### src/rtl/dbf_pkg.sv
package dbf_pkg;

    localparam int BUS_AW    = 16;
    localparam int BANK_AW   = 14;
    localparam int DRAM_PINS = 8;
    localparam int ROW_W     = 8;
    localparam int COL_W     = BANK_AW - ROW_W;

    typedef enum logic [2:0] {
        SEQ_IDLE   = 3'd0,
        SEQ_ROW    = 3'd1,
        SEQ_SWITCH = 3'd2,
        SEQ_COL    = 3'd3,
        SEQ_PRE    = 3'd4
    } seq_state_t;

    typedef struct packed {
        logic [BUS_AW-1:0] addr;
        logic              slot;
    } access_t;

    // 2-line to 4-line decode of the top address bits, gated by slot select
    function automatic logic [3:0] quarter_decode(input logic slot, input logic [1:0] top);
        logic [3:0] d;
        d = 4'b0000;
        if (slot) d[top] = 1'b1;
        return d;
    endfunction

endpackage

### src/rtl/dbf_bank_decoder.sv
module dbf_bank_decoder
    import dbf_pkg::*;
#(
    parameter int NUM_BANKS = 2,
    parameter int BASE_LINE = 2
) (
    input  logic                 clk,
    input  logic                 rst,
    input  logic                 cas_raw_n,
    input  logic                 slot,
    input  logic [1:0]           top_bits,
    output logic [NUM_BANKS-1:0] cas_n
);
    logic [3:0] lines;

    always_comb lines = quarter_decode(slot, top_bits);

    for (genvar b = 0; b < NUM_BANKS; b++) begin : g_bank
        always_comb cas_n[b] = cas_raw_n | ~lines[BASE_LINE + b];
    end

    assert_one_bank_R11: assert property (@(posedge clk) disable iff (rst)
        $onehot0(~cas_n));

    assert_bank_follows_raw_R2: assert property (@(posedge clk) disable iff (rst)
        (cas_n != {NUM_BANKS{1'b1}}) |-> (!cas_raw_n && slot && top_bits[1]));

endmodule

### src/rtl/dbf_addr_mux.sv
module dbf_addr_mux
    import dbf_pkg::*;
(
    input  logic                 col_sel,
    input  logic [BANK_AW-1:0]   bank_addr,
    output logic [DRAM_PINS-1:0] pins
);
    localparam int PAD_W = DRAM_PINS - COL_W;

    logic [DRAM_PINS-1:0] col_word;

    if (PAD_W > 0) begin : g_pad
        always_comb col_word = {{PAD_W{1'b0}}, bank_addr[BANK_AW-1:ROW_W]};
    end else begin : g_nopad
        always_comb col_word = bank_addr[ROW_W +: DRAM_PINS];
    end

    always_comb pins = col_sel ? col_word : bank_addr[ROW_W-1:0];

endmodule

### src/rtl/dbf_sequencer.sv
module dbf_sequencer
    import dbf_pkg::*;
#(
    parameter int CAS_CYCLES = 2,
    parameter int PRE_CYCLES = 2
) (
    input  logic clk,
    input  logic rst,
    input  logic req,
    output logic accept,
    output logic ready,
    output logic ras_n,
    output logic mux_col,
    output logic cas_raw_n
);
    localparam int MAXC  = (CAS_CYCLES > PRE_CYCLES) ? CAS_CYCLES : PRE_CYCLES;
    localparam int CNT_W = $clog2(MAXC + 1);

    seq_state_t       state;
    logic [CNT_W-1:0] cnt;

    always_ff @(posedge clk) begin
        if (rst) begin
            state <= SEQ_IDLE;
            cnt   <= '0;
        end else begin
            case (state)
                SEQ_IDLE:   if (req) state <= SEQ_ROW;
                SEQ_ROW:    state <= SEQ_SWITCH;
                SEQ_SWITCH: begin
                    state <= SEQ_COL;
                    cnt   <= CNT_W'(CAS_CYCLES - 1);
                end
                SEQ_COL: begin
                    if (cnt == '0) begin
                        state <= SEQ_PRE;
                        cnt   <= CNT_W'(PRE_CYCLES - 1);
                    end else begin
                        cnt <= cnt - 1'b1;
                    end
                end
                SEQ_PRE: begin
                    if (cnt == '0) state <= SEQ_IDLE;
                    else           cnt <= cnt - 1'b1;
                end
                default: state <= SEQ_IDLE;
            endcase
        end
    end

    always_comb begin
        ready     = (state == SEQ_IDLE);
        accept    = ready && req;
        ras_n     = (state == SEQ_IDLE) || (state == SEQ_PRE);
        mux_col   = (state == SEQ_SWITCH) || (state == SEQ_COL);
        cas_raw_n = (state != SEQ_COL);
    end

    assert_precharge_R9: assert property (@(posedge clk) disable iff (rst)
        $fell(ras_n) |-> ($past(ras_n, 1) && $past(ras_n, 2)));

    assert_col_inside_row_R7: assert property (@(posedge clk) disable iff (rst)
        !cas_raw_n |-> (!ras_n && mux_col));

    assert_mux_after_row_R7: assert property (@(posedge clk) disable iff (rst)
        $rose(mux_col) |-> $past(!ras_n));

    assert_end_together_R8: assert property (@(posedge clk) disable iff (rst)
        $rose(ras_n) |-> (cas_raw_n && !mux_col && $past(!cas_raw_n)));

endmodule

### src/rtl/dram_bank_frontend.sv
module dram_bank_frontend
    import dbf_pkg::*;
#(
    parameter int CAS_CYCLES = 2,
    parameter int PRE_CYCLES = 2
) (
    input  logic                 clk,
    input  logic                 rst,
    input  logic                 req_i,
    input  logic [BUS_AW-1:0]    addr_i,
    input  logic                 slot0_i,
    output logic                 ready_o,
    output logic                 ras_n_o,
    output logic                 mux_col_o,
    output logic [1:0]           cas_n_o,
    output logic [DRAM_PINS-1:0] dram_a_o
);
    access_t acc_q;
    logic    accept;
    logic    cas_raw_n;

    dbf_sequencer #(
        .CAS_CYCLES(CAS_CYCLES),
        .PRE_CYCLES(PRE_CYCLES)
    ) u_seq (
        .clk      (clk),
        .rst      (rst),
        .req      (req_i),
        .accept   (accept),
        .ready    (ready_o),
        .ras_n    (ras_n_o),
        .mux_col  (mux_col_o),
        .cas_raw_n(cas_raw_n)
    );

    always_ff @(posedge clk) begin
        if (rst) begin
            acc_q <= '0;
        end else if (accept) begin
            acc_q.addr <= addr_i;
            acc_q.slot <= slot0_i;
        end
    end

    dbf_bank_decoder #(
        .NUM_BANKS(2),
        .BASE_LINE(2)
    ) u_dec (
        .clk      (clk),
        .rst      (rst),
        .cas_raw_n(cas_raw_n),
        .slot     (acc_q.slot),
        .top_bits (acc_q.addr[BUS_AW-1:BUS_AW-2]),
        .cas_n    (cas_n_o)
    );

    dbf_addr_mux u_mux (
        .col_sel  (mux_col_o),
        .bank_addr(acc_q.addr[BANK_AW-1:0]),
        .pins     (dram_a_o)
    );

    assert_capture_frozen_R10: assert property (@(posedge clk) disable iff (rst)
        (!$past(ready_o) && !$past(rst)) |-> $stable(acc_q));

endmodule

### config.mk
export PLATFORM = sky130hd
export DESIGN_NAME = dram_bank_frontend
export DESIGN_NICKNAME = d
export VERILOG_FILES = /design/src/rtl/dbf_pkg.sv /design/src/rtl/dbf_bank_decoder.sv /design/src/rtl/dbf_addr_mux.sv /design/src/rtl/dbf_sequencer.sv /design/src/rtl/dram_bank_frontend.sv
export SDC_FILE = /design/constraint.sdc
export NUM_CORES = 1
export LEC_CHECK = 0
export ABC_AREA = 1
export BUFFER_PORTS_ARGS = -buffer_cell sky130_fd_sc_hd__buf_2
export CAP_MARGIN = 30
export CORE_UTILIZATION = 44
export CTS_CLUSTER_SIZE = 10
export DETAILED_ROUTE_END_ITERATION = 10
export GPL_ROUTABILITY_DRIVEN = 0
export PLACE_DENSITY = 0.73
export SYNTH_ARGS = -nofsm -noshare
export SYNTH_HDL_FRONTEND = slang
export SYNTH_SLANG_ARGS = --single-unit
### constraint.sdc
create_clock -name clk -period 1.22 [get_ports clk]
set_input_delay 0.122 -clock clk [delete_from_list [all_inputs] [get_ports clk]]
set_output_delay 0.122 -clock clk [all_outputs]
set_load 0.05 [all_outputs]
Yosys cells after proc, flatten, opt, wreduce, memory -nomap -nowiden
Index checks and enable logic that the tools add are counted.
{"block": "word_totals", "regBits": 22, "inputBits": 20, "out_inout_bits": 13, "wordCells": 40}
{"block": "op_classes", "n_addsub": 1, "magnitude_cmp": 2, "eq_ne": 9, "n_mux": 11, "bitwise": 4, "n_reduce_logical": 9}
{"op": "$pmux 3 s5", "n": 1}
{"op": "$mux 3", "n": 3}
{"op": "$mux 8", "n": 1}
{"op": "$eq 3x2->1 const B", "n": 2}
{"op": "$pmux 2 s3", "n": 1}
{"op": "$mux 2", "n": 2}
{"op": "$mux 4", "n": 1}
{"op": "$ne 2x1->1 const B", "n": 2}
{"op": "$ne 2x2->1 const B", "n": 2}
{"op": "$eq 3x1->1 const B", "n": 1}
{"op": "$eq 3x3->1 const B", "n": 1}
{"op": "$logic_not 3->1", "n": 1}
{"op": "$lt 2x3->1 const B", "n": 1}
{"op": "$ne 3x2->1 const B", "n": 1}
{"op": "$reduce_and 3->1", "n": 1}
{"op": "$reduce_bool 3->1", "n": 1}
{"op": "$demux 1 s2", "n": 1}
{"op": "$ge 2x1->1 const B", "n": 1}
{"op": "$logic_and 1x1->1", "n": 2}
{"op": "$logic_not 2->1", "n": 1}
{"op": "$logic_or 1x1->1", "n": 2}
{"op": "$not 1->1", "n": 2}
{"op": "$or 1x1->1", "n": 2}
{"op": "$reduce_and 2->1", "n": 1}
{"op": "other kinds (2)", "n": 2}

Logic depth before layout (Yosys ltp)
{"block": "depth", "word_depth": 7, "depth_mapped": 8, "depth_no_buf": 8}

Hierarchy
A second synthesis with hierarchy kept.
{"block": "hier_totals", "cells_unflattened": 189, "hier_area_um2": 1181.1}
{"mod": "dram_bank_frontend", "n_inst": 1, "cells_per_inst": 108, "area_per_inst_um2": 732.0, "seq_area_each_um2": 340.3}
{"mod": "dbf_sequencer", "n_inst": 1, "cells_per_inst": 49, "area_per_inst_um2": 316.6, "seq_area_each_um2": 100.1}
{"mod": "dbf_addr_mux", "n_inst": 1, "cells_per_inst": 24, "area_per_inst_um2": 97.6, "seq_area_each_um2": 0.0}
{"mod": "dbf_bank_decoder", "n_inst": 1, "cells_per_inst": 8, "area_per_inst_um2": 35.0, "seq_area_each_um2": 0.0}

Least setup slack after synthesis
No wires, ideal clock.
{"block": "synth_path", "kind": "reg-to-output", "startpoint": "register u_seq.state[2]", "endpoint": "output dram_a_o[0]", "arrival_ps": 1929, "t_required_ps": 1098, "path_slack_ps": -831, "stages_incl_launch_ff": 6, "n_path_buf": 2, "path_cell_list": "dfxtp_1 -> buf_6 -> inv_2 -> nand2_1 -> buf_4 -> o21ai_0"}
{"block": "synth_via", "elab_chain_len": 3, "word_cells_on_any_way": 4, "classes_between": "eq/ne: 2; mux: 1; reduce/logical: 1"}
{"item": "start: declaration", "line_no": "dbf_sequencer.sv:19", "source": "seq_state_t state;"}
{"item": "start signal: assignment", "line_no": "dbf_sequencer.sv:24", "source": "state <= SEQ_IDLE;"}
{"item": "start signal: assignment", "line_no": "dbf_sequencer.sv:28", "source": "SEQ_IDLE: if (req) state <= SEQ_ROW;"}
{"item": "start signal: assignment", "line_no": "dbf_sequencer.sv:29", "source": "SEQ_ROW: state <= SEQ_SWITCH;"}
{"item": "$eq 3x2->1", "line_no": "dbf_sequencer.sv:55", "source": "mux_col = (state == SEQ_SWITCH) || (state == SEQ_COL);"}
{"item": "$logic_or 1x1->1 *", "line_no": "dbf_sequencer.sv:55"}
{"item": "$mux 8 *", "line_no": "dbf_addr_mux.sv:18", "source": "always_comb pins = col_sel ? col_word : bank_addr[ROW_W-1:0];"}
{"item": "end: declaration", "line_no": "dram_bank_frontend.sv:16", "source": "output logic [DRAM_PINS-1:0] dram_a_o"}
Every way passes the cells marked *; elsewhere a longest branch is shown, timed or not.

Worst setup path after layout
{"block": "layout_path", "startpoint": "register u_seq.state[2]", "endpoint": "output dram_a_o[6]"}
The elaborated chain is that of the path after synthesis.

==> flow_summary.json <==
{
  "outcome": "complete, but fails checks",
  "violations": "negative setup slack",
  "hold_path.class": "primary input to register",
  "fin_nets": 224,
  "wl_per_cell_um": 16.0,
  "rsz0062_at_grt": "yes",
  "slowest_stage": "dfxtp_4",
  "stdcell_count": 229,
  "end_kind": "output pin",
  "ir_worst_vdd_v": 0.00108,
  "rows": 17,
  "ant_nets": 0,
  "placeableCoreArea_um2": 2230,
  "top_layer": "met4",
  "finalCritPeriodShare": 1.18,
  "worstSetupPathType": "register to output pin",
  "drv_cap": 0,
  "route.detailed.drc": 0,
  "finalWorstSetupSlack_ns": -0.221,
  "pin_count": 33,
  "via_per_inst": 5.57,
  "max_stage_delay_ns": 0.42,
  "grt_pass1_wl_um": 5010,
  "grtUsageTotal": 0.259,
  "leakagePower_nw": 0.782,
  "port_buffers": 32,
  "wl_met3_um": 170,
  "critPathRequiredTime_ns": 1.10,
  "powerDensity_nw_per_um2": 1560,
  "die_x_um": 50.7,
  "syn-num-nets": 165,
  "worst_pin_slew_ns": 0.496,
  "synth_cells": 143,
  "min_period_ns": 1.44,
  "tns_ns": -3.74,
  "worst_hold_path.endpoint": "acc_q[0]",
  "start_util": 0.468,
  "area_growth_pct": 75.0,
  "wl_met1_um": 1470,
  "dr.pass1.iters": 6,
  "syn-cell-area_um2": 1040,
  "syn_area_per_cell_um2": 7.31,
  "clk_latency_ns": 0.32,
  "fillers": 145,
  "drive_gt1_frac": 0.502,
  "dieArea_um2": 2570,
  "cts_tree": "done",
  "grt_pass1_vias": 1110,
  "wl_um": 3660,
  "antenna_found_initial": 0,
  "regArea_um2": 449,
  "ys_ff_latch": 22,
  "worstHoldPathCells": 3,
  "slew-limit-headroom": 0.669,
  "multi_input_area_um2": 721,
  "grt_max_degree": 14,
  "worstPathCellList": "inv_8 > nand2_8 > clkinvlp_4 > nor2_4 > buf_8",
  "cts_root_buf": "clkbuf_4",
  "yosysWarnings": 0,
  "gr-total-overflow": 0,
  "hold_start": "slot0_i",
  "dp_hpwl_um": 1800,
  "worstPathMaxFanout": 7,
  "antenna_cells": 0,
  "die_h_um": 50.7,
  "rr_endpoint": "u_seq.cnt[0]",
  "slew_viol_final": 0,
  "r2r_setup_slack_ns": -0.13,
  "r2r_cells": 8,
  "vias": 1275,
  "clock-sinks": 22,
  "final_core_utilization": 0.818,
  "initialDrtViolationCount": 46,
  "htree_levels": 1,
  "maxClockFrequency_mhz": 694,
  "path_clk_slew_ns": 0.14,
  "placed_cells": 208,
  "final_hold_viol_count": 0,
  "crit_arrival_ns": 1.32,
  "yosysSeqAreaShare": 0.422,
  "numCtsBuffers": 3,
  "setup_viol": 32,
  "timing.rr.start": "u_seq.state[1]",
  "dr_wl_met2_um": 1910,
  "skew_ns": 0.00858,
  "critPathLaunchType": "register",
  "cts_buffer_depth": 2,
  "synth_cell_types": 19
}
-- metal layers --
metal	vias up	GRT usage
met4	0	0.0417
li1	590	-
met3	13	0.0394
met1	620	0.323
met2	52	0.471
met5	-	0
-- metrics by stage --
step	hold slack, ns	total power [mW]	setup slack [ns]	instance area (um2)
global route	0.0391	2.96	-0.277	1830
detailed placement	0.392	1.81	-0.0489	1390
floorplan	0.266	1.56	-0.160	1150
CTS	0.0428	2.61	-0.188	1650
finish	0.0411	2.85	-0.221	1830
global placement	0.382	1.78	0.0262	1390
-- where the power goes --
part           switching (mW)  leakage [nW]  total [mW]  internal (mW)
sequential             0.0720         0.183       0.885          0.813
clock                   0.241        0.0279       0.574          0.332
combinational           0.788         0.571        1.39          0.600
total                    1.10         0.782        2.85           1.75
-- kinds of logic after synthesis --
group                      count (synthesis)  synth area share
AOI/OAI and AO/OA                         34             0.163
adders and majority gates                  2            0.0239
DFF                                       22             0.422
and+or+nand+nor                           59             0.275
buffers and inverters                     26             0.116
-- critical path: cells and delay by family, from the launching register on --
kind	cells	cell delay [ns]
buf+inv	3	0.35
flops	1	0.42
simple gates	2	0.22
-- worst max path at each step --
stage	from	depth (start not counted)	end	slack [ns]
6_report	u_seq.state[2]	5	dram_a_o[6]	-0.22
4_1_cts	u_seq.state[2]	5	dram_a_o[7]	-0.19
3_3_place_gp	u_seq.state[2]	4	cas_n_o[0]	0.03
5_1_grt	u_seq.state[2]	5	dram_a_o[7]	-0.28
3_5_place_dp	u_seq.state[0]	4	acc_q[10]	-0.05
2_1_floorplan	u_seq.state[2]	5	dram_a_o[6]	-0.16
-- synthesized netlist by cell type --
cell type / count / area [um2]
nand3_4: 1 / 17.5
dfxtp_1: 22 / 440
nand3_1: 17 / 85.1
nand3b_1: 1 / 7.51
nand2_1: 24 / 90.1
buf_2: 1 / 5.00
clkbuf_1: 2 / 7.51
inv_1: 17 / 63.8
nor2_8: 1 / 20.0
o21ai_0: 15 / 75.1
ha_1: 2 / 25.0
nand4_1: 1 / 6.26
inv_2: 2 / 7.51
nor2_4: 1 / 11.3
a21oi_1: 19 / 95.1
nor2_1: 12 / 45.0
buf_4: 2 / 15.0
buf_6: 2 / 22.5
nor3_1: 1 / 5.00
-- placed cells by master, fill, tap and decap left out --
master	instances
nor2_1	8
dfxtp_1	19
a21oi_1	16
buf_6	16
nand3_2	3
buf_2	19
nand2_4	1
dfxtp_4	2
ha_1	2
clkbuf_4	3
inv_4	1
nand3b_1	1
nor2_8	1
inv_2	1
o21ai_1	6
nor2_4	4
bufinv_16	1
inv_8	1
dfxtp_2	1
buf_8	6
nand3_4	6
clkinvlp_4	1
o21ai_4	5
nand3_1	12
nand4_1	1
buf_4	16
a21oi_2	3
nand2_2	4
inv_1	15
o21ai_2	4
nor3_1	1
nor2_2	1
nand2_8	1
nand2_1	19
-- sequential cells by signal, summed over array words and instances, names as in the netlist --
signal	flops
u_seq.cnt	2
acc_q	17
u_seq.state	3
-- final cells by class --
class | count | area share
clock buffers | 3 | 0.0123
clock inverters | 1 | 0.0164
inverters | 19 | 0.0465
multi-input cells | 99 | 0.394
flip-flops and latches | 22 | 0.246
well taps | 28 | 0.0192
repair buffers | 57 | 0.266
-- what timing repair did --
action                     in CTS  in global routing
setup buffers                   4                 11
hold buffers                    0                  0
pin swaps                       6                  8
resized for setup              40                 38
gates cloned                    3                  1
setup endpoints to repair      21                 32
No activity file was read; power rests on OpenSTA's default activity.
